[config.mk]
export PLATFORM = sky130hd
export DESIGN_NAME = oets_index_sorter
export DESIGN_NICKNAME = d
export VERILOG_FILES = /design/src/rtl/oets_pkg.sv /design/src/rtl/oets_cmpx.sv /design/src/rtl/oets_phase_net.sv /design/src/rtl/oets_index_sorter.sv
export SDC_FILE = /design/constraint.sdc
export NUM_CORES = 1
export LEC_CHECK = 0
export ABC_AREA = 1
export BUFFER_PORTS_ARGS = -buffer_cell sky130_fd_sc_hd__buf_2
export CAP_MARGIN = 30
export CORE_UTILIZATION = 55
export CTS_CLUSTER_DIAMETER = 100
export DETAILED_ROUTE_END_ITERATION = 10
export GPL_TIMING_DRIVEN = 0
export PLACE_DENSITY = 0.86
export SYNTH_ARGS = -nofsm -noshare
export SYNTH_HDL_FRONTEND = slang
export SYNTH_HIERARCHICAL = 1
export SYNTH_SLANG_ARGS = --single-unit
[constraint.sdc]
create_clock -name clk -period 2.7 [get_ports clk]
set_input_delay 0.27 -clock clk [delete_from_list [all_inputs] [get_ports clk]]
set_output_delay 0.27 -clock clk [all_outputs]
set_load 0.005 [all_outputs]
[src/rtl/oets_pkg.sv]
package oets_pkg;
    localparam int KEY_W = 16;
    localparam logic [KEY_W-1:0] PAD_KEY = '1;

    typedef enum logic {
        PH_EVEN = 1'b0,
        PH_ODD  = 1'b1
    } phase_kind_e;
endpackage

[src/rtl/oets_cmpx.sv]
module oets_cmpx
    import oets_pkg::*;
#(
    parameter int IDX_W = 3
) (
    input  logic [KEY_W-1:0] a_key,
    input  logic [IDX_W-1:0] a_idx,
    input  logic [KEY_W-1:0] b_key,
    input  logic [IDX_W-1:0] b_idx,
    output logic [KEY_W-1:0] lo_key,
    output logic [IDX_W-1:0] lo_idx,
    output logic [KEY_W-1:0] hi_key,
    output logic [IDX_W-1:0] hi_idx
);
    logic swap;

    // strict compare: equal keys never move, which keeps the sort stable
    assign swap   = a_key > b_key;
    assign lo_key = swap ? b_key : a_key;
    assign lo_idx = swap ? b_idx : a_idx;
    assign hi_key = swap ? a_key : b_key;
    assign hi_idx = swap ? a_idx : b_idx;
endmodule

[src/rtl/oets_phase_net.sv]
module oets_phase_net
    import oets_pkg::*;
#(
    parameter int SLOTS = 8,
    parameter int IDX_W = 3
) (
    input  phase_kind_e              kind,
    input  logic [SLOTS*KEY_W-1:0]   keys_i,
    input  logic [SLOTS*IDX_W-1:0]   idx_i,
    output logic [SLOTS*KEY_W-1:0]   keys_o,
    output logic [SLOTS*IDX_W-1:0]   idx_o
);
    localparam int EVEN_PAIRS = SLOTS / 2;
    localparam int ODD_PAIRS  = EVEN_PAIRS - 1;

    logic [SLOTS*KEY_W-1:0] ev_keys, od_keys;
    logic [SLOTS*IDX_W-1:0] ev_idx,  od_idx;

    for (genvar j = 0; j < EVEN_PAIRS; j++) begin : g_even
        oets_cmpx #(.IDX_W(IDX_W)) u_cell (
            .a_key (keys_i[(2*j)*KEY_W +: KEY_W]),
            .a_idx (idx_i [(2*j)*IDX_W +: IDX_W]),
            .b_key (keys_i[(2*j+1)*KEY_W +: KEY_W]),
            .b_idx (idx_i [(2*j+1)*IDX_W +: IDX_W]),
            .lo_key(ev_keys[(2*j)*KEY_W +: KEY_W]),
            .lo_idx(ev_idx [(2*j)*IDX_W +: IDX_W]),
            .hi_key(ev_keys[(2*j+1)*KEY_W +: KEY_W]),
            .hi_idx(ev_idx [(2*j+1)*IDX_W +: IDX_W])
        );
    end

    for (genvar j = 0; j < ODD_PAIRS; j++) begin : g_odd
        oets_cmpx #(.IDX_W(IDX_W)) u_cell (
            .a_key (keys_i[(2*j+1)*KEY_W +: KEY_W]),
            .a_idx (idx_i [(2*j+1)*IDX_W +: IDX_W]),
            .b_key (keys_i[(2*j+2)*KEY_W +: KEY_W]),
            .b_idx (idx_i [(2*j+2)*IDX_W +: IDX_W]),
            .lo_key(od_keys[(2*j+1)*KEY_W +: KEY_W]),
            .lo_idx(od_idx [(2*j+1)*IDX_W +: IDX_W]),
            .hi_key(od_keys[(2*j+2)*KEY_W +: KEY_W]),
            .hi_idx(od_idx [(2*j+2)*IDX_W +: IDX_W])
        );
    end

    // end slots sit out the odd phase
    assign od_keys[0 +: KEY_W]             = keys_i[0 +: KEY_W];
    assign od_idx [0 +: IDX_W]             = idx_i [0 +: IDX_W];
    assign od_keys[(SLOTS-1)*KEY_W +: KEY_W] = keys_i[(SLOTS-1)*KEY_W +: KEY_W];
    assign od_idx [(SLOTS-1)*IDX_W +: IDX_W] = idx_i [(SLOTS-1)*IDX_W +: IDX_W];

    assign keys_o = (kind == PH_ODD) ? od_keys : ev_keys;
    assign idx_o  = (kind == PH_ODD) ? od_idx  : ev_idx;
endmodule

[src/rtl/oets_index_sorter.sv]
module oets_index_sorter
    import oets_pkg::*;
#(
    parameter int N_KEYS = 8,
    localparam int SLOTS = N_KEYS + (N_KEYS % 2),
    localparam int IDX_W = (SLOTS > 2) ? $clog2(SLOTS) : 1,
    localparam int PH_W  = (SLOTS > 2) ? $clog2(SLOTS) : 1
) (
    input  logic                    clk,
    input  logic                    rst_n,
    input  logic                    start,
    input  logic [N_KEYS*KEY_W-1:0] keys_in,
    output logic                    busy,
    output logic                    done,
    output logic [N_KEYS*IDX_W-1:0] idx_out
);
    localparam logic [PH_W-1:0] LAST_PHASE = PH_W'(SLOTS - 1);

    typedef struct packed {
        logic                   busy;
        logic                   done;
        logic [PH_W-1:0]        phase;
        logic [SLOTS*KEY_W-1:0] keys;
        logic [SLOTS*IDX_W-1:0] idx;
    } state_t;

    function automatic logic [SLOTS*IDX_W-1:0] identity_order();
        logic [SLOTS*IDX_W-1:0] r;
        for (int i = 0; i < SLOTS; i++) r[i*IDX_W +: IDX_W] = IDX_W'(i);
        return r;
    endfunction

    function automatic logic [SLOTS*KEY_W-1:0] pad_keys(input logic [N_KEYS*KEY_W-1:0] k);
        logic [SLOTS*KEY_W-1:0] r;
        for (int i = 0; i < SLOTS; i++)
            r[i*KEY_W +: KEY_W] = (i < N_KEYS) ? k[i*KEY_W +: KEY_W] : PAD_KEY;
        return r;
    endfunction

    localparam state_t RESET_STATE = '{
        busy:  1'b0,
        done:  1'b0,
        phase: '0,
        keys:  '0,
        idx:   identity_order()
    };

    state_t state_d, state_q;

    phase_kind_e            net_kind;
    logic [SLOTS*KEY_W-1:0] net_keys;
    logic [SLOTS*IDX_W-1:0] net_idx;

    assign net_kind = phase_kind_e'(state_q.phase[0]);

    oets_phase_net #(.SLOTS(SLOTS), .IDX_W(IDX_W)) u_net (
        .kind  (net_kind),
        .keys_i(state_q.keys),
        .idx_i (state_q.idx),
        .keys_o(net_keys),
        .idx_o (net_idx)
    );

    always_comb begin
        state_d      = state_q;
        state_d.done = 1'b0;
        if (!state_q.busy) begin
            if (start) begin
                state_d.busy  = 1'b1;
                state_d.phase = '0;
                state_d.keys  = pad_keys(keys_in);
                state_d.idx   = identity_order();
            end
        end else begin
            state_d.keys  = net_keys;
            state_d.idx   = net_idx;
            state_d.phase = state_q.phase + 1'b1;
            if (state_q.phase == LAST_PHASE) begin
                state_d.busy  = 1'b0;
                state_d.done  = 1'b1;
                state_d.phase = '0;
            end
        end
    end

    always_ff @(posedge clk or negedge rst_n) begin
        if (!rst_n) state_q <= RESET_STATE;
        else        state_q <= state_d;
    end

    assign busy    = state_q.busy;
    assign done    = state_q.done;
    assign idx_out = state_q.idx[N_KEYS*IDX_W-1:0];
endmodule

==> impl_metrics.ini <==
[final_layout]
drive_gt1_share_pct = 14.51
syn_to_final_growth_pct = 11.68
diodes = 0
fillers = 2808
fin_area_um2 = 18050
fin_cells = 3286
fin_nets = 3135

[floorplan]
core_region_area_um2 = 28780
dieHeight_um = 173.4
initial_utilization_pct = 56.16
dieWidth_um = 173.4
rows = 62
dieArea_um2 = 30080
boundaryPins = 157

[route]
via_count = 18720
drt_iter0_markers = 2098
routed_wirelength_mm = 55.34
viasPerCell = 5.696
wl_per_cell_um = 16.84
drt-pass1-iter-count = 8
ant_nets = 0
drt_drc_violations_left = 0

[clock_network]
clk_latency_ns = 0.44
cts_buffer_depth = 2
cts_setup_buffers = 0
tritoncts = built
clk_transition_reported_paths_ns = 0.07
h-tree-depth = 4
cts_root_buffer = clkbuf_16
cts_sinks = 157
cts_buffers = 17

[placement]
place_area_um2 = 17460
io_buffers = 156
place_inst = 3254
dpl.hpwl_mm = 41.09
routabilityCongestion = 1.021

[power_and_ir_drop]
power.leakage_nw = 10.42
max-vdd-ir-drop_v = 0.0009044
power_density_nw_per_um2 = 1479
p_total_mw = 26.69

[sta]
fmax_mhz = 394.0
min_period_ns = 2.538
relSlewSlack_pct = 62.86
fin_skew_ns = 0.01000
finalCritPeriodShare_pct = 94.00
worst_pin_slew_ns = 0.5571
slew_violations = 0
hold_viol_final = 0
setup_viol = 0
rsz0062_at_grt = no

[critical_path]
criticalPathCategory = flip-flop to flip-flop
cp-end-kind = flip-flop
cp_common_cell = nand2_1
required_ns = 3.07
slowest_stage = dfrtp_1
cp_slowest_stage_delay_ns = 0.60
cp_cell_sequence = inv_1 -> ha_1 -> a21oi_1 -> o21ai_0 -> a21oi_1 -> nand2_2 -> nand2_2 -> buf_6 -> buf_6 -> nand2_1 -> nand2_1 -> nand2_1 -> nand2_1 -> nand2_1 -> nand3_1
path_delay_family = simple AND/OR/NAND/NOR gates
worst-path-buf-inv = 3
crit_path_start_kind = flip-flop
arrival_ns = 2.91
crit_path_max_fanout = 10

[min_path]
min_path_type = primary input to flip-flop

[grt]
first_global_vias = 17260
antenna_found_initial = 0
grt_start_max_net_pins = 100
grt_overflow = 0
grt_pass1_wl_mm = 87.77
grt.total_usage_pct = 36.62

[logic_synthesis]
syn_area_um2 = 16160
syn_nets = 2958
synth_cell_types = 21
yosysSeqAreaShare_pct = 24.40
yosysWarnings = 6
ys_ff_latch = 157
synth_area_per_cell_um2 = 5.958
syn_inst = 2713

[flow_run]
maxCapViolCount = 0

[run_status]
status = finished, final reports clean
final cells by class:
type                       instances  area (um2)  area share, %
buffer                           203        1475          8.172
sequential                       157        3944          21.85
timing repair buffer             158       828.3          4.588
clock inverter                    13       140.1         0.7763
tap                              384       480.5          2.661
clock buffer                      18       439.2          2.433
inverter                         155       584.3          3.237
multi-input combinational       2198       10160          56.29
power breakdown:
group	switching (mW)	internal [mW]
combinational	11.5	7.31
clock	1.11	1.39
sequential	2.02	3.37
total	14.6	12.1
synth_stat cells, drive strengths merged:
cell type     n  area, um2
clkbuf       16      60.06
inv         155      584.3
buf         187       1415
nand4         7      43.79
dfstp        12      315.3
nor2         50      202.7
ha          114       1426
nand3       536       2713
nor3          7      70.07
o21ai         7      35.03
a21oi        54      270.3
a21o          7      52.55
nand2      1416       5348
dfrtp       145       3628
cell families after synthesis:
family | count (synthesis) | synth area share [%]
and+or+nand+nor | 2016 | 51.82
buffers and inverters | 358 | 12.74
DFF | 157 | 24.40
adders and majority gates | 114 | 8.824
AOI/OAI and AO/OA | 68 | 2.214
registers in the layout (all words and copies together) (netlist names):
signal,count
busy,1
done,1
idx_out,24
net_kind,1
state_q,130
worst register-to-register path: cells and delay by family (launching register included):
family / cells / cell delay (ns)
AND/OR/NAND/NOR: 8 / 0.69
flip-flops: 1 / 0.60
AO/OA/AOI/OAI: 3 / 0.48
buffers and inverters: 3 / 0.39
adder cells (fa/ha/maj): 1 / 0.30
path summary, 6_finish.rpt:
kind | endpoint | cells after the start | slack (ns) | from
worst max-delay path | state_q[42]$_DFFE_PN0P_ | 15 | 0.16 | state_q[71]$_DFFE_PN0P_
worst min register to register | state_q[154]$_DFFE_PN0P_ | 2 | 0.50 | state_q[154]$_DFFE_PN0P_
worst max register to register | state_q[42]$_DFFE_PN0P_ | 15 | 0.16 | state_q[71]$_DFFE_PN0P_
worst min-delay path | state_q[144]$_DFFE_PN0P_ | 3 | 0.07 | keys_in[120]
min in group asynchronous | state_q[32]$_DFFE_PN0P_ | 2 | 0.36 | rst_n
max in group asynchronous | state_q[114]$_DFFE_PN0P_ | 3 | 1.44 | rst_n
stage by stage:
stage / TNS [ns] / hold slack (ns) / setup slack, ns / utilization, %
3_5_place_dp: 0 / 0.2498 / 0.2517 / 60.68
6_report: 0 / 0.06930 / 0.1620 / 62.72
5_1_grt: 0 / 0.06608 / 0.002453 / 62.72
2_1_floorplan: 0 / -0.02559 / 0.7700 / -
3_3_place_gp: -163.20 / 0.4626 / -1.129 / 60.55
4_1_cts: 0 / 0.05309 / 0.2294 / 62.72
cell usage in the layout (no fill, tap or decap), types with 7 or more instances in the layout:
master and instances:
ha_1 114, nand3_1 530, inv_1 153, nor2_1 44
a21oi_1 54, clkbuf_1 16, nor3_2 7, o21ai_0 7
a21o_1 7, nand2_2 13, nand2_1 1403, buf_4 29
nand4_1 7, buf_6 65, dfstp_2 12, dfrtp_1 145
buf_2 248, clkbuf_16 17
per-layer routing:
layer | wire [um] | track usage [%]
met5 | 0 | 0
met4 | 2639 | 18.66
met3 | 5272 | 5.132
met2 | 25190 | 59.20
met1 | 22250 | 47.78
what timing repair did:
item,in CTS,in global routing
resized for setup,0,0
hold buffers,1,0
hold endpoints to repair,52,0
(Power assumes the default switching activity.)
